<file path="src/rtl/pgpio_pkg.sv">
package pgpio_pkg;
   localparam int PAGE_W = 2;

   typedef enum logic [PAGE_W-1:0] {
      PAGE_OFF = 2'd0,
      PAGE_POL = 2'd1,
      PAGE_ENA = 2'd2,
      PAGE_IDS = 2'd3
   } page_e;
endpackage

</file>
<file path="src/rtl/pgpio_addr_decode.sv">
module pgpio_addr_decode #(
   parameter int ADDR_W        = 4,
   parameter int NUM_PORTS     = 6,
   parameter int NUM_IRQ_PORTS = 3,
   parameter int IRQ_IDX_W     = 2
) (
   input  logic [ADDR_W-1:0]    addr,
   output logic [NUM_PORTS-1:0] port_hit,
   output logic                 pend_hit,
   output logic                 ctrl_hit,
   output logic                 bank_hit,
   output logic [IRQ_IDX_W-1:0] bank_idx
);
   localparam int PEND_OFS = NUM_PORTS;
   localparam int CTRL_OFS = NUM_PORTS + 1;
   localparam int BANK_OFS = NUM_PORTS + 2;
   localparam int BANK_END = BANK_OFS + NUM_IRQ_PORTS;

   logic [31:0] addr_ext;
   assign addr_ext = 32'(addr);

   for (genvar p = 0; p < NUM_PORTS; p++) begin : g_port_dec
      assign port_hit[p] = (addr_ext == 32'(p));
   end

   assign pend_hit = (addr_ext == 32'(PEND_OFS));
   assign ctrl_hit = (addr_ext == 32'(CTRL_OFS));
   assign bank_hit = (addr_ext >= 32'(BANK_OFS)) && (addr_ext < 32'(BANK_END));
   assign bank_idx = IRQ_IDX_W'(addr_ext - 32'(BANK_OFS));
endmodule

</file>
<file path="src/rtl/pgpio_port_slice.sv">
module pgpio_port_slice #(
   parameter int PORT_W      = 8,
   parameter int SYNC_STAGES = 2
) (
   input  logic              clk,
   input  logic              rst_n,
   input  logic              wr_en,
   input  logic [PORT_W-1:0] wdata,
   input  logic [PORT_W-1:0] pin_in,
   output logic [PORT_W-1:0] latch_q,
   output logic [PORT_W-1:0] pin_lvl
);
   always_ff @(posedge clk or negedge rst_n) begin
      if (!rst_n) begin
         latch_q <= '0;
      end else if (wr_en) begin
         latch_q <= wdata;
      end
   end

   if (SYNC_STAGES == 0) begin : g_direct
      assign pin_lvl = pin_in;
   end else begin : g_sync
      logic [PORT_W-1:0] stage_q [SYNC_STAGES];

      always_ff @(posedge clk or negedge rst_n) begin
         if (!rst_n) begin
            for (int s = 0; s < SYNC_STAGES; s++) begin
               stage_q[s] <= '0;
            end
         end else begin
            stage_q[0] <= pin_in;
            for (int s = 1; s < SYNC_STAGES; s++) begin
               stage_q[s] <= stage_q[s-1];
            end
         end
      end

      assign pin_lvl = stage_q[SYNC_STAGES-1];
   end
endmodule

</file>
<file path="src/rtl/pgpio_page_ctrl.sv">
module pgpio_page_ctrl
   import pgpio_pkg::*;
#(
   parameter int NUM_PORTS = 6,
   parameter int PORT_W    = 8
) (
   input  logic                 clk,
   input  logic                 rst_n,
   input  logic                 wr_en,
   input  logic [PORT_W-1:0]    wdata,
   output page_e                page_q,
   output logic [NUM_PORTS-1:0] lock_q,
   output logic [PORT_W-1:0]    ctrl_rd
);
   localparam int PAGE_LSB = PORT_W - PAGE_W;

   always_ff @(posedge clk or negedge rst_n) begin
      if (!rst_n) begin
         page_q <= PAGE_OFF;
         lock_q <= '0;
      end else if (wr_en) begin
         page_q <= page_e'(wdata[PAGE_LSB +: PAGE_W]);
         lock_q <= wdata[NUM_PORTS-1:0];
      end
   end

   always_comb begin
      ctrl_rd = '0;
      ctrl_rd[PAGE_LSB +: PAGE_W] = page_q;
      ctrl_rd[NUM_PORTS-1:0]      = lock_q;
   end
endmodule

</file>
<file path="src/rtl/pgpio_bank_route.sv">
module pgpio_bank_route
   import pgpio_pkg::*;
#(
   parameter int PORT_W    = 8,
   parameter int IRQ_IDX_W = 2
) (
   input  logic                 bank_hit,
   input  logic                 wr,
   input  logic                 rd,
   input  page_e                page,
   input  logic [IRQ_IDX_W-1:0] bank_idx,
   input  logic [PORT_W-1:0]    wdata,
   output logic                 fwd_wr,
   output logic                 fwd_rd,
   output logic [PAGE_W-1:0]    fwd_page,
   output logic [IRQ_IDX_W-1:0] fwd_port,
   output logic [PORT_W-1:0]    fwd_wdata
);
   logic window_live;

   assign window_live = bank_hit && (page != PAGE_OFF);
   assign fwd_wr      = wr && window_live;
   assign fwd_rd      = rd && window_live;
   assign fwd_page    = page;
   assign fwd_port    = bank_idx;
   assign fwd_wdata   = wdata;
endmodule

</file>
<file path="src/rtl/paged_gpio_regs.sv">
module paged_gpio_regs
   import pgpio_pkg::*;
#(
   parameter int NUM_PORTS     = 6,
   parameter int PORT_W        = 8,
   parameter int NUM_IRQ_PORTS = 3,
   parameter int ADDR_W        = 4,
   parameter int SYNC_STAGES   = 2,
   localparam int LINES        = NUM_PORTS * PORT_W,
   localparam int IRQ_IDX_W    = (NUM_IRQ_PORTS > 1) ? $clog2(NUM_IRQ_PORTS) : 1
) (
   input  logic                 clk,
   input  logic                 rst_n,
   input  logic [ADDR_W-1:0]    bus_addr,
   input  logic [PORT_W-1:0]    bus_wdata,
   input  logic                 bus_wr,
   input  logic                 bus_rd,
   output logic [PORT_W-1:0]    bus_rdata,
   input  logic [LINES-1:0]     pin_in,
   output logic [LINES-1:0]     pin_pull_low,
   input  logic [NUM_IRQ_PORTS-1:0] ic_pending,
   output logic                 ic_wr,
   output logic                 ic_rd,
   output logic [PAGE_W-1:0]    ic_page,
   output logic [IRQ_IDX_W-1:0] ic_port,
   output logic [PORT_W-1:0]    ic_wdata,
   input  logic [PORT_W-1:0]    ic_rdata
);
   if (PORT_W < NUM_PORTS + PAGE_W) begin : g_chk_ctrl_width
      $error("control byte too narrow for page plus lock fields");
   end
   if (NUM_IRQ_PORTS < 1 || NUM_IRQ_PORTS > NUM_PORTS || NUM_IRQ_PORTS > PORT_W) begin : g_chk_irq
      $error("interrupt-capable port count out of range");
   end
   if (NUM_PORTS + 2 + NUM_IRQ_PORTS > (1 << ADDR_W)) begin : g_chk_addr
      $error("address width cannot reach the bank window");
   end
   if (SYNC_STAGES < 0) begin : g_chk_sync
      $error("synchronizer depth must not be negative");
   end

   logic [NUM_PORTS-1:0] port_hit;
   logic                 pend_hit;
   logic                 ctrl_hit;
   logic                 bank_hit;
   logic [IRQ_IDX_W-1:0] bank_idx;
   page_e                page_q;
   logic [NUM_PORTS-1:0] lock_q;
   logic [PORT_W-1:0]    ctrl_rd;
   logic [PORT_W-1:0]    pin_lvl [NUM_PORTS];
   logic [PORT_W-1:0]    rd_next;

   pgpio_addr_decode #(
      .ADDR_W        (ADDR_W),
      .NUM_PORTS     (NUM_PORTS),
      .NUM_IRQ_PORTS (NUM_IRQ_PORTS),
      .IRQ_IDX_W     (IRQ_IDX_W)
   ) u_dec (
      .addr     (bus_addr),
      .port_hit (port_hit),
      .pend_hit (pend_hit),
      .ctrl_hit (ctrl_hit),
      .bank_hit (bank_hit),
      .bank_idx (bank_idx)
   );

   pgpio_page_ctrl #(
      .NUM_PORTS (NUM_PORTS),
      .PORT_W    (PORT_W)
   ) u_ctrl (
      .clk     (clk),
      .rst_n   (rst_n),
      .wr_en   (bus_wr && ctrl_hit),
      .wdata   (bus_wdata),
      .page_q  (page_q),
      .lock_q  (lock_q),
      .ctrl_rd (ctrl_rd)
   );

   for (genvar p = 0; p < NUM_PORTS; p++) begin : g_port
      pgpio_port_slice #(
         .PORT_W      (PORT_W),
         .SYNC_STAGES (SYNC_STAGES)
      ) u_slice (
         .clk     (clk),
         .rst_n   (rst_n),
         .wr_en   (bus_wr && port_hit[p] && !lock_q[p]),
         .wdata   (bus_wdata),
         .pin_in  (pin_in[p*PORT_W +: PORT_W]),
         .latch_q (pin_pull_low[p*PORT_W +: PORT_W]),
         .pin_lvl (pin_lvl[p])
      );
   end

   pgpio_bank_route #(
      .PORT_W    (PORT_W),
      .IRQ_IDX_W (IRQ_IDX_W)
   ) u_route (
      .bank_hit  (bank_hit),
      .wr        (bus_wr),
      .rd        (bus_rd),
      .page      (page_q),
      .bank_idx  (bank_idx),
      .wdata     (bus_wdata),
      .fwd_wr    (ic_wr),
      .fwd_rd    (ic_rd),
      .fwd_page  (ic_page),
      .fwd_port  (ic_port),
      .fwd_wdata (ic_wdata)
   );

   always_comb begin
      rd_next = '0;
      for (int p = 0; p < NUM_PORTS; p++) begin
         if (port_hit[p]) begin
            rd_next = pin_lvl[p];
         end
      end
      if (pend_hit) begin
         rd_next[NUM_IRQ_PORTS-1:0] = ic_pending;
      end
      if (ctrl_hit) begin
         rd_next = ctrl_rd;
      end
      if (ic_rd) begin
         rd_next = ic_rdata;
      end
   end

   always_ff @(posedge clk or negedge rst_n) begin
      if (!rst_n) begin
         bus_rdata <= '0;
      end else if (bus_rd) begin
         bus_rdata <= rd_next;
      end
   end
endmodule

</file>
<file path="config.mk">
export PLATFORM = sky130hd
export DESIGN_NAME = paged_gpio_regs
export DESIGN_NICKNAME = d
export VERILOG_FILES = /design/src/rtl/pgpio_pkg.sv /design/src/rtl/pgpio_addr_decode.sv /design/src/rtl/pgpio_port_slice.sv /design/src/rtl/pgpio_page_ctrl.sv /design/src/rtl/pgpio_bank_route.sv /design/src/rtl/paged_gpio_regs.sv
export SDC_FILE = /design/constraint.sdc
export NUM_CORES = 1
export LEC_CHECK = 0
export BUFFER_PORTS_ARGS = -buffer_cell sky130_fd_sc_hd__buf_2
export CORE_MARGIN = 1.5
export CORE_UTILIZATION = 54
export DETAILED_ROUTE_END_ITERATION = 8
export HOLD_SLACK_MARGIN = 0.05
export PLACE_DENSITY = 0.8
export SYNTH_ARGS = -nofsm -noshare
export SYNTH_HDL_FRONTEND = slang
export SYNTH_HIERARCHICAL = 1
export SYNTH_SLANG_ARGS = --single-unit
</file>
<file path="constraint.sdc">
create_clock -name clk -period 2.6 [get_ports clk]
set_clock_uncertainty 0.15 [all_clocks]
set_input_delay 0 -clock clk [delete_from_list [all_inputs] [get_ports clk]]
set_output_delay 0 -clock clk [all_outputs]
set_load 0.03 [all_outputs]
</file>
# Yosys cells after proc, flatten, opt, wreduce, memory -nomap -nowiden
# Cells that the tools add are included.
[totals] reg_bits=160 latch_bits=0 ram_bits=0 mem_bits_ro=0 inputBits=75 output_inout_bits=70 wordCells=65 n_memories=0
[classes] n_addsub=1 multipliers=0 n_div=0 order_cmp=2 eq_ne=7 shift=0 muxes=9 bitwise=0 reduce_logical=25
[op_table] op="$mux W8" n=8
[op_table] op="$logic_not A32 Y1" n=1
[op_table] op="$logic_and A1 B1 Y1" n=17
[op_table] op="$eq A4 B3 Y1 const B" n=4
[op_table] op="$eq A4 B2 Y1 const B" n=2
[op_table] op="$logic_not A1 Y1" n=6
[op_table] op="$eq A4 B1 Y1 const B" n=1
[op_table] op="$ge A4 B4 Y1 const B" n=1
[op_table] op="$lt A4 B4 Y1 const B" n=1
[op_table] op="$mux W3" n=1
[op_table] op="$reduce_bool A2 Y1" n=1
[op_table] op="$sub A2 B1 Y2 const B" n=1

# Logic depth before layout (Yosys ltp)
# Gate-level depths: netlist of the first run.
[logic_depth] depth_word=10 ltp_mapped=9 mapped_depth_nobuf=7

# Modules after synthesis
# Netlist of the first run, hierarchy kept.
[by_module_without_submodules] module="pgpio_port_slice" n_inst=6 cells_each=41 area_per_inst_um2=792.0 seq_area_each_um2=600.6
[by_module_without_submodules] module="paged_gpio_regs" n_inst=1 cells_each=135 area_per_inst_um2=1026.0 seq_area_each_um2=200.2
[by_module_without_submodules] module="pgpio_page_ctrl" n_inst=1 cells_each=25 area_per_inst_um2=391.6 seq_area_each_um2=200.2
[by_module_without_submodules] module="pgpio_bank_route" n_inst=1 cells_each=14 area_per_inst_um2=110.1 seq_area_each_um2=0.0
[by_module_without_submodules] module="pgpio_addr_decode" n_inst=1 cells_each=15 area_per_inst_um2=96.3 seq_area_each_um2=0.0

# Worst setup path after synthesis of the first run
# Ideal clock, no wire load.
[synth_timing] path_type="register to register" from="reg u_ctrl.page_q[1]" to="reg bus_rdata[2]" setup_ns=0.120 t_arrival_ns=1.755 t_required_ns=2.330 setup_slack_ns=0.575 path_stages_with_launch=7 n_path_buf=2 period_less_slack_ns=2.025 path_cell_list="dfrtp_1 buf_4 o211a_1 buf_2 o311a_1 a22o_1 a31o_1"
[synth_between] elab_chain_len=4
[synth_rtl] item="start: declaration" line="pgpio_page_ctrl.sv:11" rtl="output page_e page_q,"
[synth_rtl] item="start signal: assignment" line="pgpio_page_ctrl.sv:22" rtl="page_q <= page_e'(wdata[PAGE_LSB +: PAGE_W]);"
[synth_rtl] item="$reduce_bool A2 Y1" line="pgpio_bank_route.sv:21" rtl="assign window_live = bank_hit && (page != PAGE_OFF);"
[synth_rtl] item="$logic_and A1 B1 Y1" line="pgpio_bank_route.sv:21"
[synth_rtl] item="$logic_and A1 B1 Y1" line="pgpio_bank_route.sv:23" rtl="assign fwd_rd = rd && window_live;"
[synth_rtl] item="net ic_rd" line="paged_gpio_regs.sv:23" rtl="output logic ic_rd,"
[synth_rtl] item="$mux W8" line="paged_gpio_regs.sv:125" rtl="if (ic_rd) begin"
[synth_rtl] item="end signal: assignment" line="paged_gpio_regs.sv:134" rtl="bus_rdata <= rd_next;"
[synth_rtl] item="end: declaration" line="paged_gpio_regs.sv:18" rtl="output logic [PORT_W-1:0] bus_rdata,"
# The timed path passes the listed nets, and every way through them passes these cells.
# A chain may end at the register's enable or synchronous reset.

# Worst setup path after layout of the first run
[layout_timing] from="in bus_addr[1]" to="reg bus_rdata[6]"
[layout_between] word_cells_on_any_way=20 classes_between="order compare: 2; eq/ne: 6; mux: 8; reduce/logical: 4"
[layout_lines] item="start: declaration" line="paged_gpio_regs.sv:14" rtl="input logic [ADDR_W-1:0] bus_addr,"
[layout_lines] item="$eq A4 B2 Y1" line="pgpio_addr_decode.sv:23" rtl="assign port_hit[p] = (addr_ext == 32'(p));"
[layout_lines] item="net port_hit[3]" line="paged_gpio_regs.sv:42" rtl="logic [NUM_PORTS-1:0] port_hit;"
[layout_lines] item="$mux W8 (3 in series)" line="paged_gpio_regs.sv:115" rtl="if (port_hit[p]) begin"
[layout_lines] item="$mux W8" line="paged_gpio_regs.sv:122" rtl="if (ctrl_hit) begin"
[layout_lines] item="$mux W8" line="paged_gpio_regs.sv:125"
# The timed path passes the listed nets, and every way through them passes these cells.

==> metrics, run 1 <==
status=completed; final std cells w/o fill=789; DP Wirelength=8960 um; worst-margin pin slew=~0.75 ns; Async S/R FF share, synth=100%; die width=112 um; number of CTS-inserted buffers=17; Slew Limit Fails=0; post-layout min period=2.54 ns; Seq/Total Area, Yosys=62.8%; Mapped Avg Cell Area=14.7 um^2; number of flops mapped to enable cells by yosys=0; Hold Violations, Final=0; core area=between 10000 and 15000 um^2; vias per cell=about 5.2; IO buf count=144; Pwr per Cell Area=858 nW/um^2; First-pass DRT Iterations=5; Final setup viols=0; post-route antenna net violation count=0; fmax=around 0.4 GHz; vias in the first global route=about 4500; warnings from Yosys=6; period utilisation layout=97.7%; CTS tree=yes; Mapped Area=6380 um^2; initial antenna violation count=1; worst stage delay on the critical path=0.58 ns; P_leak=0.00398 uW; dpl cells=652; die area=between 10000 and 15000 um^2; Iteration-0 DRC Markers=253; Finished Core Util=73.4%; crit path DAT=2.76 ns; Worst EP required=around 2.8 ns; clk sinks=160; CTS max path bufs=2; root buffer cell=clkbuf_16; CP Launch Type=input port; Max Cap Viol=0; CP max stage cell=nor3_1; Seq cells post-synth=160; Worst Path Class, Setup=in2reg; # IOs=145; Die Y=112 um; Hold WS=roughly 0.017 ns; clk slew on worst S/H paths=0.07 ns; crit end category=flip-flop; R2R setup slack=0.14 ns; final net count=707; Yosys cell types=55; Critical R2R Capture=bus_rdata[6]; H-tree levels=4; pin count of the biggest net entering global routing=84; pre-CTS WS=0.581 ns; FF-to-FF path depth=6; gpl congestion=0.910; Net Count, Synth=510; ys flop type=dfrtp_1; Peak VDD IR=0.000886 V; share of cells above drive strength 1=between 40% and 50%; Worst-Skew Late Latency=0.43 ns; synthesis-to-finish area growth=32.0%; floorplan row count=39; drt wl/cell=19.8 um; crit-path cells=dlygate4sd3_1 -> buf_2 -> nand2_1 -> nor3_1 -> buf_4 -> nand2_1 -> o2111ai_1 -> a31oi_1 -> a211oi_1 -> dlygate4sd3_1; Initial Util=55.6%; CP max FO=8; Remaining Overflow, GRT=0; Rel. slew slack=50.0%; Mapped Cells=between 400 and 500; RR Startpoint=u_ctrl/page_q[1]; Hold Path Class=in2async; final worst slack=0.0607 ns; first-pass GRT wire length=around 25000 um; Vias=4136; drt total wl=roughly 16000 um; RSZ-0062 raised after global routing=true; DRC=0; total track usage=26.8%; Post-CTS Setup Bufs=0
worst max path at each step:
stage | depth (start not counted) | slack [ns] | startpoint | endpoint
final | 10 | 0.06 | bus_addr[1] | bus_rdata[6]
after detailed placement | 7 | 0.58 | bus_addr[0] | g_port[0].u_slice/latch_q[5]
after global routing | 10 | -0.006 | bus_addr[1] | bus_rdata[6]
after global placement | 4 | 0.66 | u_ctrl/page_q[1] | bus_rdata[2]
after CTS | 10 | 0.08 | bus_addr[1] | bus_rdata[6]
after floorplan | 6 | 0.57 | u_ctrl/page_q[1] | bus_rdata[2]
cell usage after synthesis, types with 3 or more instances:
cell type | count | area, um^2
a221o_1 | 3 | 30.0
nor2b_1 | 3 | 18.8
buf_6 | 10 | 113
nor2_1 | 14 | 52.6
mux2_4 | 56 | 841
inv_1 | 6 | 22.5
buf_4 | 71 | 533
o21ai_0 | 5 | 25.0
a22oi_1 | 4 | 30.0
o211ai_1 | 3 | 22.5
nand2_1 | 21 | 78.8
a221oi_1 | 4 | 35.0
nor3_1 | 3 | 15.0
o311a_1 | 4 | 40.0
buf_2 | 4 | 20.0
nand3b_1 | 3 | 22.5
nand2b_1 | 8 | 50.1
a21oi_1 | 10 | 50.1
dfrtp_1 | 160 | 4000
power breakdown:
group / internal (uW) / switching, uW
logic: 673 / 870
clock network: 1580 / 1060
registers: 2820 / 215
per-layer routing:
metal | track usage, % | up-vias | wire (um)
li1 | - | 1836 | -
met1 | 31.0 | 2068 | 6010
met2 | 45.4 | 188 | 8140
met3 | 9.47 | 44 | 1000
met4 | 11.1 | 0 | 496
met5 | 0 | - | 0
cell families (layout without fill, tap and decap cells):
kind of cell    Yosys count  count (layout)  synth area share, %
flops                   160             160                 62.8
buf+inv                  93             303                 10.9
simple gates             67              67                 5.63
compound gates           58              58                 7.32
mux                      57              57                 13.3
other cells               0               1                    0
metrics by stage:
| stage | TNS, ns | total power [uW] | instance area, um^2 |
|---|---|---|---|
| floorplan | 0 | 4080 | 6380 |
| global placement | 0 | 4440 | 6750 |
| detailed placement | 0 | 4470 | 6750 |
| CTS | 0 | 7220 | 8390 |
| global route | -0.00596 | 7500 | 8420 |
| finish | 0 | 7220 | 8420 |
sequential cells by signal, indices dropped and copies added, names as in the netlist:
name	count
g_port.u_slice/g_sync.stage_q	48
g_port.u_slice/pin_lvl	48
bus_rdata	8
g_port.u_slice/latch_q	48
u_ctrl/page_q	2
u_ctrl/lock_q	6
repair_timing:
item                                   CTS  global route
setup endpoints to repair                0             4
resized for setup                        0             2
endpoints found under the hold margin  243             2
hold buffers                           102             2
critical path, delay by kind of cell:
kind,cells,cell delay [ns]
AOI/OAI and AO/OA,3,0.42
buffers and inverters,4,1.55
and+or+nand+nor,3,0.77
cells in the final DEF (no fill, tap or decap), types with 4 or more instances in the layout:
cell	Yosys	routed
dfrtp_1	160	160
buf_2	4	143
dlygate4sd3_1	0	104
mux2_4	56	56
nand2_1	21	21
clkbuf_16	0	17
buf_4	71	15
nor2_1	14	13
a21oi_1	10	10
nand2b_1	8	8
inv_1	6	6
o21ai_0	5	5
a22oi_1	4	4
a221oi_1	4	4
o311a_1	4	4
final cells by class:
cell class | count | area (um^2)
diodes | 1 | 2.50
clock buffers | 19 | 453
clock inverters | 13 | 174
fillers | 696 | 3050
inverters | 7 | 26.3
multi-input cells | 182 | 1680
flip-flops and latches | 160 | 4000
well taps | 143 | 179
repair buffers | 264 | 1900
No activity file was read; power rests on OpenSTA's default activity.
==> inputs of run 2 (changes only) <==
- SETUP_SLACK_MARGIN: default -> 0.1
==> metrics, run 2 (synthesized netlist as in run 1, its figures left out) <==
Inserted Diodes=0 (-1); H-tree levels=4 (unchanged); number of CTS-inserted buffers=17 (unchanged); share of cells above drive strength 1=40.5% (+0.34 points); floorplan row count=39 (unchanged); worst stage delay on the critical path=0.58 ns (about the same); Max Cap Viol=0 (unchanged); Peak VDD IR=0.000887 V (+0.15%); Final setup viols=0 (unchanged); gpl congestion=0.910 (unchanged); Iteration-0 DRC Markers=282 (+11%); IO buf count=144 (unchanged); GRT met2 Usage=44.6% (-0.81 points); # IOs=145 (unchanged); die width=112 um (unchanged); first-pass GRT wire length=24400 um (-1.0%); Hold Path Class=in2async; DRC=0 (unchanged); post-layout min period=2.36 ns (-0.176 ns); initial antenna violation count=0 (-1); P_leak=0.00397 uW (-0.21%); routing usage on met3=9.42% (-0.054 points); Fin Setup TNS=0 ns (unchanged); global routing usage on met1=30.6% (-0.43 points); pre-CTS WS=0.581 ns (unchanged); Hold Violations, Final=0 (unchanged); switching share of power=29.6% (-0.081 points); commonest non-fill, non-tap cells in the layout=dfrtp_1 (160), buf_2 (143), dlygate4sd3_1 (101), mux2_4 (56), nand2_1 (21); placed cell area=6750 um^2 (unchanged); vias in the first global route=4477 (-0.36%); final net count=704 (-0.42%); Clk pwr share=36.5% (about the same); clk slew on worst S/H paths=0.06 ns (about the same); RSZ-0062 raised after global routing=false; Vias=4152 (+0.39%); vias per cell=5.29 (+0.90%); Cell Int Power=5080 uW (about the same); gr busiest metal=met2; CTS max path bufs=2 (unchanged); Worst EP required=2.82 ns (about the same); die area=12500 um^2 (unchanged); Pwr per Cell Area=859 nW/um^2 (+0.17%); Remaining Overflow, GRT=0 (unchanged); Final Power=7210 uW (-0.19%); First-pass DRT Iterations=7 (+2); CP Launch Type=input port; root buffer cell=clkbuf_16; synthesis-to-finish area growth=31.6%; most common cell after layout, fill and taps aside=dfrtp_1; CTS tree=yes; crit-path cells=dlygate4sd3_1 -> buf_2 -> nand2_1 -> and3b_1 -> o211a_2 -> nand2_1 -> o211ai_1 -> dlygate4sd3_1 -> o221a_2; Worst Path Class, Setup=in2reg; crit end category=flip-flop; final worst slack=0.237 ns (+0.176 ns); fmax=0.423 GHz (+7.5%); Die Y=112 um (unchanged); CP max FO=21 (+13); period utilisation layout=90.9% (-6.8 points); DP Wirelength=8960 um (unchanged); post-route antenna net violation count=0 (unchanged); status=completed; core area=11500 um^2 (unchanged); pin count of the biggest net entering global routing=84 (unchanged); Gate power share=21.3% (about the same); Initial Util=55.6% (unchanged); drt wl/cell=19.6 um (-1.1%); drt total wl=15400 um (-1.6%); worst-margin pin slew=0.741 ns (-0.00849 ns); clk sinks=160 (unchanged); Reg power frac=42.2% (about the same); P_sw=2130 uW (-0.46%); CP max stage cell=dlygate4sd3_1; final non-filler cell area=8390 um^2 (-0.36%); crit path DAT=2.58 ns (-0.18 ns); total track usage=26.5% (-0.28 points); Slew Limit Fails=0 (unchanged); Finished Core Util=73.1% (-0.26 points); Worst-Skew Late Latency=0.43 ns (about the same); Rel. slew slack=50.6% (+0.57 points)
==> run 2: worst max-delay path, delay by kind of cell <==
kind	cells	cell delay, ns
AO/OA/AOI/OAI	3	0.81
buffers and inverters	3	1.27
AND/OR/NAND/NOR	3	0.50
==> run 2: cell type report <==
| type | count | area, um^2 |
|---|---|---|
| fill | 692 | 3080 |
| tap | 143 | 179 |
| clock buffer | 19 | 453 |
| inverter | 7 | 26.3 |
| clock inverter | 13 | 174 |
| multi-input combinational | 182 | 1680 |
| sequential | 160 | 4000 |
| timing repair buffer | 261 | 1870 |
==> run 2: metal layers <==
layer  share of wire (%)  vias up
li1                    -     1824
met1                  38     2084
met2                  52      197
met3                 6.6       47
met4                 3.3        0
met5                   0        -
==> run 2: worst paths after layout <==
| path | from | end | slack (ns) | cells past startpoint |
|---|---|---|---|---|
| hold / removal | rst_n | g_port[1].u_slice/latch_q[6] | 0.02 | 2 |
| hold reg to reg | g_port[5].u_slice/g_sync.stage_q[11] | g_port[5].u_slice/pin_lvl[3] | 0.20 | 0 |
| setup / recovery | bus_addr[1] | bus_rdata[5] | 0.24 | 9 |
| max in group asynchronous | rst_n | g_port[3].u_slice/pin_lvl[4] | 1.42 | 3 |
| setup reg to reg | u_ctrl/page_q[1] | bus_rdata[0] | 0.39 | 5 |
| min in group clk | pin_in[4] | g_port[0].u_slice/g_sync.stage_q[12] | 0.06 | 2 |
==> run 2: what timing repair did <==
item / 4_1_cts / 5_1_grt
buffers inserted: 0 / 0
setup endpoints to repair: 0 / 5
endpoints found under the hold margin: 243 / 2
hold buffers: 99 / 2
resized for setup: 0 / 3
==> run 2: power groups by stage <==
stage                     combinational, uW  clock, uW  sequential [uW]
after floorplan                         595          0             3480
after global placement                 1390          0             3050
after detailed placement               1410          0             3060
after CTS                              1530       2650             3030
after global routing                   1620       2810             3070
final                                  1540       2630             3040
==> run 2: metrics by stage <==
stage | hold WS, ns | std cells
after floorplan | -0.446 | 435
after global routing | 0.0523 | 785
after CTS | 0.0503 | 783
after detailed placement | -0.0581 | 652
final | 0.0195 | 785
after global placement | -0.0671 | 652
==> inputs of run 3 (changes only) <==
- CORE_UTILIZATION: 54 -> 55
- PLACE_DENSITY: 0.8 -> 0.81
- clock period: 2.6 -> 2.9 ns (I/O delays scaled with it)
==> metrics, run 3 (synthesized netlist as in run 1, its figures left out) <==
status=completed; core area=11400 um^2 (-0.85%); drt total wl=14300 um (-7.3%); synthesis-to-finish area growth=27.5%; IO buf count=144 (unchanged); Post-CTS Setup Bufs=0 (unchanged); most common cell after layout, fill and taps aside=dfrtp_1; CTS max path bufs=2 (unchanged); area of the multi-input gates=1680 um^2 (+0.15%); die width=111 um (-0.89%); Max Cap Viol=0 (unchanged); Pwr per Cell Area=753 nW/um^2 (-12%); Peak VDD IR=0.000597 V (-33%); gpl congestion=0.877 (-3.6%); First-pass DRT Iterations=5 (-2); fill cell count=736 (+6.4%); DRC=0 (unchanged); fmax=0.371 GHz; first-pass GRT wire length=23100 um (-5.4%); Finished Core Util=71.5% (-1.6 points); vias in the first global route=4191 (-6.4%); # IOs=145 (unchanged); share of cells above drive strength 1=41.2% (+0.69 points); Worst Path Class, Setup=in2reg; worst-margin pin slew=0.955 ns (+0.214 ns); worst stage delay on the critical path=0.55 ns (-0.03 ns); Initial Util=56.1% (+0.48 points); Worst Path Buf+Inv=4 (+1); clk sinks=160 (unchanged); crit-path cells=dlygate4sd3_1 -> buf_2 -> nor4_1 -> buf_4 -> nand3b_1 -> a221oi_1 -> o221ai_1 -> a21oi_1 -> dlygate4sd3_1; FF-to-FF path depth=5 (unchanged); Vias=4062 (-2.2%); Inserted Diodes=0 (unchanged); Fin Setup TNS=0 ns (unchanged); Rel. slew slack=35.8% (-15 points); die area=12200 um^2 (-1.8%); CTS tree=yes; total track usage=24.7% (-1.8 points); Worst-Skew Late Latency=0.41 ns (-0.02 ns); Iteration-0 DRC Markers=317 (+12%); Hold Path Class=in2async; initial antenna violation count=0 (unchanged); final non-filler cell area=8130 um^2 (-3.1%); CP max stage cell=dlygate4sd3_1; P_leak=0.00386 uW (-2.8%); RSZ-0062 raised after global routing=false; placed cell area=6750 um^2 (unchanged); FF/Latch Area=4000 um^2 (unchanged); period utilisation layout=between 90 and 100%; number of CTS-inserted buffers=17 (unchanged); final net count=686 (-2.6%); DP Wirelength=9230 um (+3.1%); CP Launch Type=input port; Remaining Overflow, GRT=0 (unchanged); drt wl/cell=18.6 um (-5.1%); crit-path leading delay family=buffers and inverters; Slew Limit Fails=0 (unchanged); R2R setup slack=0.35 ns (-0.04 ns); root buffer cell=clkbuf_16; commonest non-fill, non-tap cells in the layout=dfrtp_1 (160), buf_2 (143), dlygate4sd3_1 (83), mux2_4 (56), nand2_1 (21); Hold Violations, Final=0 (unchanged); post-layout min period=2.70 ns; clk slew on worst S/H paths=0.06 ns (about the same); pin count of the biggest net entering global routing=82 (-2.4%); Die Y=111 um (-0.89%); Final setup viols=0 (unchanged); post-route antenna net violation count=0 (unchanged); crit end category=flip-flop; H-tree levels=4 (unchanged); CP most frequent cell=dlygate4sd3_1; CP max FO=6 (-71%); vias per cell=5.30 (+0.13%); Worst path depth=9 (unchanged); floorplan row count=39 (unchanged); crit path DAT=2.90 ns (+0.32 ns); Worst EP required=3.10 ns (+0.28 ns)
==> run 3: worst paths after layout <==
check                                                    start                              endpoint
setup / recovery                                   bus_addr[1]                          bus_rdata[4]
hold / removal                                           rst_n  g_port[5].u_slice/g_sync.stage_q[12]
setup reg to reg                              u_ctrl/page_q[1]                          bus_rdata[4]
hold reg to reg            g_port[0].u_slice/g_sync.stage_q[8]          g_port[0].u_slice/pin_lvl[0]
max in group asynchronous                                rst_n          g_port[1].u_slice/latch_q[5]
min in group clk                                    pin_in[29]  g_port[3].u_slice/g_sync.stage_q[13]
==> run 3: report_power, final <==
part	internal [uW]	switching, uW
Sequential	2530	200
Clock	1130	901
Combinational	588	769
==> run 3: worst register-to-register path: stages (launching register included) <==
cell	delay [ns]
dfrtp_1	0.44
o211a_4	0.37
a221oi_1	0.28
dlygate4sd3_1	0.59
a21oi_1	0.05
dlygate4sd3_1	0.55
==> run 3: timing repair <==
item,in CTS,in global routing
endpoints found under the setup margin,0,1
endpoints found under the hold margin,246,0
gates resized for setup,0,2
hold buffers,83,0
==> run 3: routing by layer <==
| metal | track usage, % | routed length [um] | vias to the layer above |
|---|---|---|---|
| met5 | 0 | 0 | - |
| met4 | 8.29 | 200 | 0 |
| met3 | 6.51 | 937 | 21 |
| met2 | 39.5 | 7140 | 188 |
| met1 | 33.1 | 6000 | 2063 |
| li1 | - | - | 1790 |
==> run 3: layout make-up <==
type                       count  share of cell area (%)
clock buffer                  19                    5.45
tap                          143                    2.20
clock inverter                13                    1.28
inverter                       7                   0.323
timing repair buffer         243                    20.8
sequential                   160                    49.2
multi-input combinational    182                    20.7
==> run 3: stage by stage <==
stage | hold slack (ns) | instances | setup WS (ns) | power (uW)
3_5_place_dp | -0.0702 | 652 | 0.750 | 4020
3_3_place_gp | -0.0845 | 652 | 0.909 | 3980
2_1_floorplan | -0.446 | 435 | 0.875 | 3650
6_report | 0.0431 | 767 | 0.201 | 6120
4_1_cts | 0.0509 | 767 | 0.123 | 6160
5_1_grt | 0.0632 | 767 | 0.131 | 6350
